`src/rtl/deglitch_pkg.sv`:
```
// Shared register addresses and strobe positions for the deglitch filter bank.
// Assumes a 4-bit byte address and at most 24 channels / 24 interval bits.
package deglitch_pkg;
    localparam int ADDR_W      = 4;
    localparam logic [ADDR_W-1:0] A_IVAL_BASE = 4'd0;
    localparam logic [ADDR_W-1:0] A_MASK_BASE = 4'd4;
    localparam logic [ADDR_W-1:0] A_CTRL      = 4'd8;
    localparam int CTRL_LOAD_BIT  = 0;
    localparam int CTRL_RESET_BIT = 1;
endpackage

```
`src/rtl/tick_gen.sv`:
```
// Tick prescaler: emits a one-cycle pulse every DIV clock cycles.
// Assumes DIV >= 1; DIV == 1 gives a tick on every cycle.
module tick_gen #(
    parameter int DIV = 10
) (
    input  logic clk,
    input  logic rst_n,
    output logic tick
);
    localparam int CW = (DIV > 1) ? $clog2(DIV) : 1;

    generate
        if (DIV == 1) begin : g_every
            assign tick = 1'b1;
        end else begin : g_div
            logic [CW-1:0] cnt_q;
            logic          tick_q;

            // Count up to DIV-1, then wrap and pulse.
            always_ff @(posedge clk) begin
                if (!rst_n) begin
                    cnt_q  <= '0;
                    tick_q <= 1'b0;
                end else if (cnt_q == CW'(DIV - 1)) begin
                    cnt_q  <= '0;
                    tick_q <= 1'b1;
                end else begin
                    cnt_q  <= cnt_q + 1'b1;
                    tick_q <= 1'b0;
                end
            end
            assign tick = tick_q;

            assert_tick_single_R5: assert property (@(posedge clk) disable iff (!rst_n)
                tick_q |=> !tick_q);
        end
    endgenerate
endmodule

```
`src/rtl/din_sync.sv`:
```
// Two-flop synchronizer for a vector of asynchronous inputs.
// Assumes the lines are independent single-bit levels.
module din_sync #(
    parameter int W = 24
) (
    input  logic         clk,
    input  logic         rst_n,
    input  logic [W-1:0] d,
    output logic [W-1:0] q
);
    logic [W-1:0] s1_q, s2_q;

    // Shift the raw levels through two flops.
    always_ff @(posedge clk) begin
        if (!rst_n) begin
            s1_q <= '0;
            s2_q <= '0;
        end else begin
            s1_q <= d;
            s2_q <= s1_q;
        end
    end
    assign q = s2_q;
endmodule

```
`src/rtl/deglitch_chan.sv`:
```
// One filter channel. With filtering active, the output takes a new level
// only after IVAL consecutive tick samples have shown it. Bypass or IVAL == 0
// copies the input every cycle. A reset strobe loads the input directly.
// Assumes sync_in is already in the clk domain.
module deglitch_chan #(
    parameter int IW = 20
) (
    input  logic          clk,
    input  logic          rst_n,
    input  logic          tick,
    input  logic          filt_en,
    input  logic [IW-1:0] ival,
    input  logic          clr,
    input  logic          sync_in,
    output logic          out_q
);
    logic [IW-1:0] cnt_q;
    logic          active;

    assign active = filt_en && (ival != '0);

    // Count consecutive differing tick samples and commit at the interval.
    always_ff @(posedge clk) begin
        if (!rst_n) begin
            out_q <= 1'b0;
            cnt_q <= '0;
        end else if (clr || !active) begin
            out_q <= sync_in;
            cnt_q <= '0;
        end else if (tick) begin
            if (sync_in == out_q) begin
                cnt_q <= '0;
            end else if (cnt_q >= ival - 1'b1) begin
                out_q <= sync_in;
                cnt_q <= '0;
            end else begin
                cnt_q <= cnt_q + 1'b1;
            end
        end
    end

    assert_hold_between_ticks_R5: assert property (@(posedge clk) disable iff (!rst_n)
        !$stable(out_q) |-> $past(tick || clr || !filt_en || ival == '0));
    assert_bypass_follows_R2: assert property (@(posedge clk) disable iff (!rst_n)
        !filt_en |=> out_q == $past(sync_in));
    assert_reset_loads_input_R8: assert property (@(posedge clk) disable iff (!rst_n)
        clr |=> out_q == $past(sync_in));
endmodule

```
`src/rtl/deglitch_bank.sv`:
```
// Deglitch filter bank: byte register port, shared staged/active interval,
// per-channel enable mask, prescaled tick and one filter per channel.
// Assumes NUM_CH <= 24 and IW <= 24.
module deglitch_bank
    import deglitch_pkg::*;
#(
    parameter int NUM_CH   = 24,
    parameter int IW       = 20,
    parameter int TICK_DIV = 10
) (
    input  logic              clk,
    input  logic              rst_n,
    input  logic [NUM_CH-1:0] din,
    input  logic              reg_wr,
    input  logic [3:0]        reg_addr,
    input  logic [7:0]        reg_wdata,
    output logic [7:0]        reg_rdata,
    output logic [NUM_CH-1:0] dout
);
    logic [IW-1:0]     stage_q, ival_q;
    logic [NUM_CH-1:0] mask_q, sync_v;
    logic              tick, ld_ival, clr_filt, ctrl_wr;

    assign ctrl_wr  = reg_wr && (reg_addr == A_CTRL);
    assign ld_ival  = ctrl_wr && reg_wdata[CTRL_LOAD_BIT];
    assign clr_filt = ctrl_wr && reg_wdata[CTRL_RESET_BIT];

    // Byte writes into the staged interval and the enable mask.
    always_ff @(posedge clk) begin
        if (!rst_n) begin
            stage_q <= '0;
            mask_q  <= '0;
        end else if (reg_wr) begin
            for (int i = 0; i < IW; i++)
                if (reg_addr == A_IVAL_BASE + 4'(i / 8))
                    stage_q[i] <= reg_wdata[i % 8];
            for (int i = 0; i < NUM_CH; i++)
                if (reg_addr == A_MASK_BASE + 4'(i / 8))
                    mask_q[i] <= reg_wdata[i % 8];
        end
    end

    // Active interval takes the staged value only on the load strobe.
    always_ff @(posedge clk) begin
        if (!rst_n)       ival_q <= '0;
        else if (ld_ival) ival_q <= stage_q;
    end

    assert_ival_load_only_R3: assert property (@(posedge clk) disable iff (!rst_n)
        !$stable(ival_q) |-> $past(ld_ival));

    tick_gen #(.DIV(TICK_DIV)) i_tick (
        .clk(clk), .rst_n(rst_n), .tick(tick));

    din_sync #(.W(NUM_CH)) i_sync (
        .clk(clk), .rst_n(rst_n), .d(din), .q(sync_v));

    generate
        for (genvar c = 0; c < NUM_CH; c++) begin : g_ch
            deglitch_chan #(.IW(IW)) i_chan (
                .clk    (clk),
                .rst_n  (rst_n),
                .tick   (tick),
                .filt_en(mask_q[c]),
                .ival   (ival_q),
                .clr    (clr_filt),
                .sync_in(sync_v[c]),
                .out_q  (dout[c]));
        end
    endgenerate

    // Read mux: filtered state bytes, low channels at the lowest address.
    always_comb begin
        reg_rdata = '0;
        for (int i = 0; i < NUM_CH; i++)
            if (reg_addr == 4'(i / 8))
                reg_rdata[i % 8] = dout[i];
    end
endmodule

```
`config.mk`:
```
export PLATFORM = sky130hd
export DESIGN_NAME = deglitch_bank
export DESIGN_NICKNAME = d
export VERILOG_FILES = /design/src/rtl/deglitch_pkg.sv /design/src/rtl/tick_gen.sv /design/src/rtl/din_sync.sv /design/src/rtl/deglitch_chan.sv /design/src/rtl/deglitch_bank.sv
export SDC_FILE = /design/constraint.sdc
export NUM_CORES = 2
export LEC_CHECK = 0
export ABC_AREA = 1
export BUFFER_PORTS_ARGS = -buffer_cell sky130_fd_sc_hd__buf_2
export CAP_MARGIN = 20
export CELL_PAD_IN_SITES_DETAIL_PLACEMENT = 0
export CELL_PAD_IN_SITES_GLOBAL_PLACEMENT = 1
export CORE_UTILIZATION = 43
export CTS_CLUSTER_DIAMETER = 60
export DETAILED_ROUTE_END_ITERATION = 16
export PLACE_DENSITY_LB_ADDON = 0.05
export SLEW_MARGIN = 20
export SYNTH_ARGS = -nofsm -noshare
export SYNTH_HDL_FRONTEND = slang
export SYNTH_SLANG_ARGS = --single-unit
```
`constraint.sdc`:
```
create_clock -name clk -period 4.04 [get_ports clk]
set_input_delay 0 -clock clk [delete_from_list [all_inputs] [get_ports clk]]
set_output_delay 0 -clock clk [all_outputs]
set_load 0.01 [all_outputs]
```
==> out/metrics.yaml <==
dr.pass1.iters: 5
dieArea_um2: 106000
ys_warn_count: 0
worstSetupStartpointType: "flop"
hpwl_um: 96700
power.density_nw_per_um2: 332
clock_path_buffers: 3
grt_max_degree: 92
clk_latency_ns: 0.69
antenna_found_initial: 4
clk_pin_slew_ns: 0.06
worstReg2RegEnd: "g_ch[22].i_chan.cnt_q[4]$_SDFFE_PP0P_"
cts_tree: "yes"
synth-async-reset-ratio: 0
whs_ns: 0.0407
core_area_um2: 103000
numCtsBuffers: 95
critPathArrivalTime_ns: 4.32
vias: 41766
hold_violations: 0
holdPathStages: 4
synth_edf_count: 0
final_nets: 7096
drc: 0
pre_cts_ws_ns: 0.294
path_class: "flop to flop"
rows: 118
r2r_cells: 16
layout-drive-gt1-share: 0.0743
syn2layout_area_growth_pct: 13.2
grt_pass1_vias: 39523
grt_pass1_wl_um: 227000
cts_hold_buffers: 49
start_util: 0.433
setup-tns-final_ns: 0
synth_seq_cells: 621
worstReg2RegStart: "ival_q[3]$_SDFFE_PN0P_"
globalplace.congestion: 0.847
yosysUniqueCellTypes: 44
finalMaxSlewViolations: 0
syn-cell-area_um2: 44800
critPathRequiredTime_ns: 4.63
hp-start: "din[19]"
setup_slack_ns: 0.306
finClkSkew_ns: 0.0248
cp-end-kind: "flop"
rsz0062_at_grt: "false"
clockRootBuffer: "clkbuf_16"
cts_sinks: 621
maxCapViolCount: 0
htree_levels: 3
worstPathMaxFanout: 20
die-width_um: 325
viasPerCell: 5.18
vdd_drop_max_v: 0.000338
cts-resized-gates: 0
hp-class: "input port to flop"
post_drt_wl_per_cell_um: 18.1
min_to: "i_sync.s1_q[19]$_SDFF_PN0_"
io_pins: 71
syn_area_per_cell_um2: 6.90
syn_nets: 7001
rrSetupSlack_ns: 0.31
portBuffers: 70
synth_seq_area_share: 0.277
status: "complete, no violations"
p_leak_nw: 20.9
synth-main-ff-cell: "dfxtp_1"
slew_headroom: 0.215
gr-total-overflow: 0
setup_violations: 0
drt-initial-drc-count: 2959
grt.total_usage: 0.272
timing.final.crit_share: 0.924
finalWirelength_um: 146000
fmax_mhz: 268
dieHeight_um: 325
final_antenna_net_count: 0
syn_inst: 6502
cts_setup_buffers: 0
worstMarginPinSlew_ns: 1.18
finalCriticalPeriod_ns: 3.73
fillers: 10528
## how the worst max path moves through the flow
stage                           startpoint                                     end  slack [ns]  cells after the start
floorplan           ival_q[0]$_SDFFE_PN0P_   g_ch[9].i_chan.cnt_q[14]$_SDFFE_PP0P_        0.03                     16
global placement    ival_q[3]$_SDFFE_PN0P_  g_ch[22].i_chan.cnt_q[10]$_SDFFE_PP0P_        0.35                     16
detailed placement  ival_q[3]$_SDFFE_PN0P_   g_ch[22].i_chan.cnt_q[4]$_SDFFE_PP0P_        0.29                     16
CTS                 ival_q[3]$_SDFFE_PN0P_   g_ch[22].i_chan.cnt_q[4]$_SDFFE_PP0P_        0.26                     16
global route        ival_q[1]$_SDFFE_PN0P_    g_ch[8].i_chan.cnt_q[5]$_SDFFE_PP0P_        0.02                     21
finish              ival_q[3]$_SDFFE_PN0P_   g_ch[22].i_chan.cnt_q[4]$_SDFFE_PP0P_        0.31                     16
## worst max-delay path, cell delays in order, from the launching register on
cell,delay [ns]
dfxtp_1,0.34
nor2_1,0.19
nand3_4,0.18
nor2_8,0.12
a31oi_1,0.12
nor2_4,0.81
buf_4,0.32
ha_1,0.26
a21oi_1,0.15
nor2_1,0.05
a211oi_1,0.16
nand2_1,0.08
nand3_1,0.06
nand2_1,0.07
inv_2,0.41
nand3_2,0.12
a21oi_1,0.16
## report_power, final
part | internal [mW] | switching, mW | total (mW)
Clock | 5.73 | 3.41 | 9.14
Sequential | 6.17 | 0.0343 | 6.21
Combinational | 0.435 | 1.08 | 1.51
Total | 12.3 | 4.52 | 16.9
## logic make-up (layout without fill, tap and decap cells)
family                   after synthesis  count (layout)  share of synthesized area
AO/OA/AOI/OAI                        932             932                      0.110
XOR/XNOR                             408             408                     0.0797
adder cells (fa/ha/maj)              460             460                      0.128
buffers and inverters                993            1168                     0.0939
flip-flops                           621             621                      0.277
other                                  0               2                          0
AND/OR/NAND/NOR                     3088            3088                      0.311
## stage by stage
step           instance area, µm²  std cells  total power [mW]   util
2_1_floorplan               44900       6502              7.05      -
3_3_place_gp                46800       7831              7.78  0.452
3_5_place_dp                46800       7831              7.81  0.452
4_1_cts                     50800       8057              17.1  0.490
5_1_grt                     50800       8057              17.4  0.490
6_report                    50800       8059              16.9  0.491
## cell usage after synthesis, types with 2 or more instances
cell type | count | area (µm²)
a211oi_1 | 24 | 180
a21oi_1 | 657 | 3290
a21oi_2 | 6 | 52.6
a31oi_1 | 3 | 18.8
buf_1 | 18 | 67.6
buf_2 | 29 | 145
buf_4 | 27 | 203
buf_6 | 44 | 495
clkbuf_1 | 105 | 394
clkinv_1 | 25 | 93.8
dfxtp_1 | 621 | 12400
ha_1 | 460 | 5760
inv_1 | 720 | 2700
inv_2 | 24 | 90.1
nand2_1 | 1524 | 5720
nand2_2 | 9 | 56.3
nand2_4 | 8 | 90.1
nand3_1 | 458 | 2290
nand3_2 | 43 | 430
nand3_4 | 2 | 35.0
nand3b_1 | 149 | 1120
nand4_1 | 101 | 632
nor2_1 | 505 | 1900
nor2_2 | 29 | 181
nor2_4 | 6 | 67.6
nor2_8 | 2 | 40.0
nor3_1 | 170 | 851
nor3b_1 | 15 | 113
nor4_1 | 62 | 388
o211ai_1 | 2 | 15.0
o21a_1 | 22 | 165
o21ai_0 | 182 | 911
o21bai_1 | 25 | 188
o221ai_1 | 9 | 78.8
xnor2_1 | 123 | 1080
xor2_1 | 285 | 2500
## cell usage in the layout (no fill, tap or decap), drive strengths merged, types with 9 or more instances in the layout
cell,instances
buf,173
xor2,285
nand4,102
nor4,63
dlygate4sd3,49
nand2,1541
clkinvlp,10
xnor2,123
o221ai,9
o21a,22
clkinv,45
dfxtp,621
nor3,170
clkbuf,121
nor2,542
ha,460
a21oi,663
nand3b,149
o21bai,25
bufinv,17
nor3b,15
nand3,503
a211oi,24
o21ai,182
inv,753
## area by class of cell
class                   instances  area, µm²  area share
multi-input cells            4888      28400       0.560
flip-flops and latches        621      12400       0.245
inverters                     769       2890      0.0570
clock buffers                 121       2640      0.0519
repair buffers                222       1800      0.0354
well taps                    1380       1730      0.0340
clock inverters                56        831      0.0164
diodes                          2       5.00   0.0000986
## flip-flops by register name, summed over array words and instances (netlist names)
signal              count
g_ch.i_chan.out_q      24
mask_q                 24
g_ch.i_chan.cnt_q     480
i_tick.tick             1
i_tick.g_div.cnt_q      4
stage_q                20
i_sync.q               24
i_sync.s1_q            24
ival_q                 20
## routing by layer
| metal | global-route usage | vias to the layer above | part of all wire |
|---|---|---|---|
| met4 | 0.0854 | 0 | 0.027 |
| met1 | 0.364 | 19178 | 0.46 |
| li1 | - | 21585 | - |
| met5 | 0 | - | 0 |
| met2 | 0.450 | 817 | 0.46 |
| met3 | 0.0379 | 186 | 0.053 |
Power figures use the tool's default switching activity.
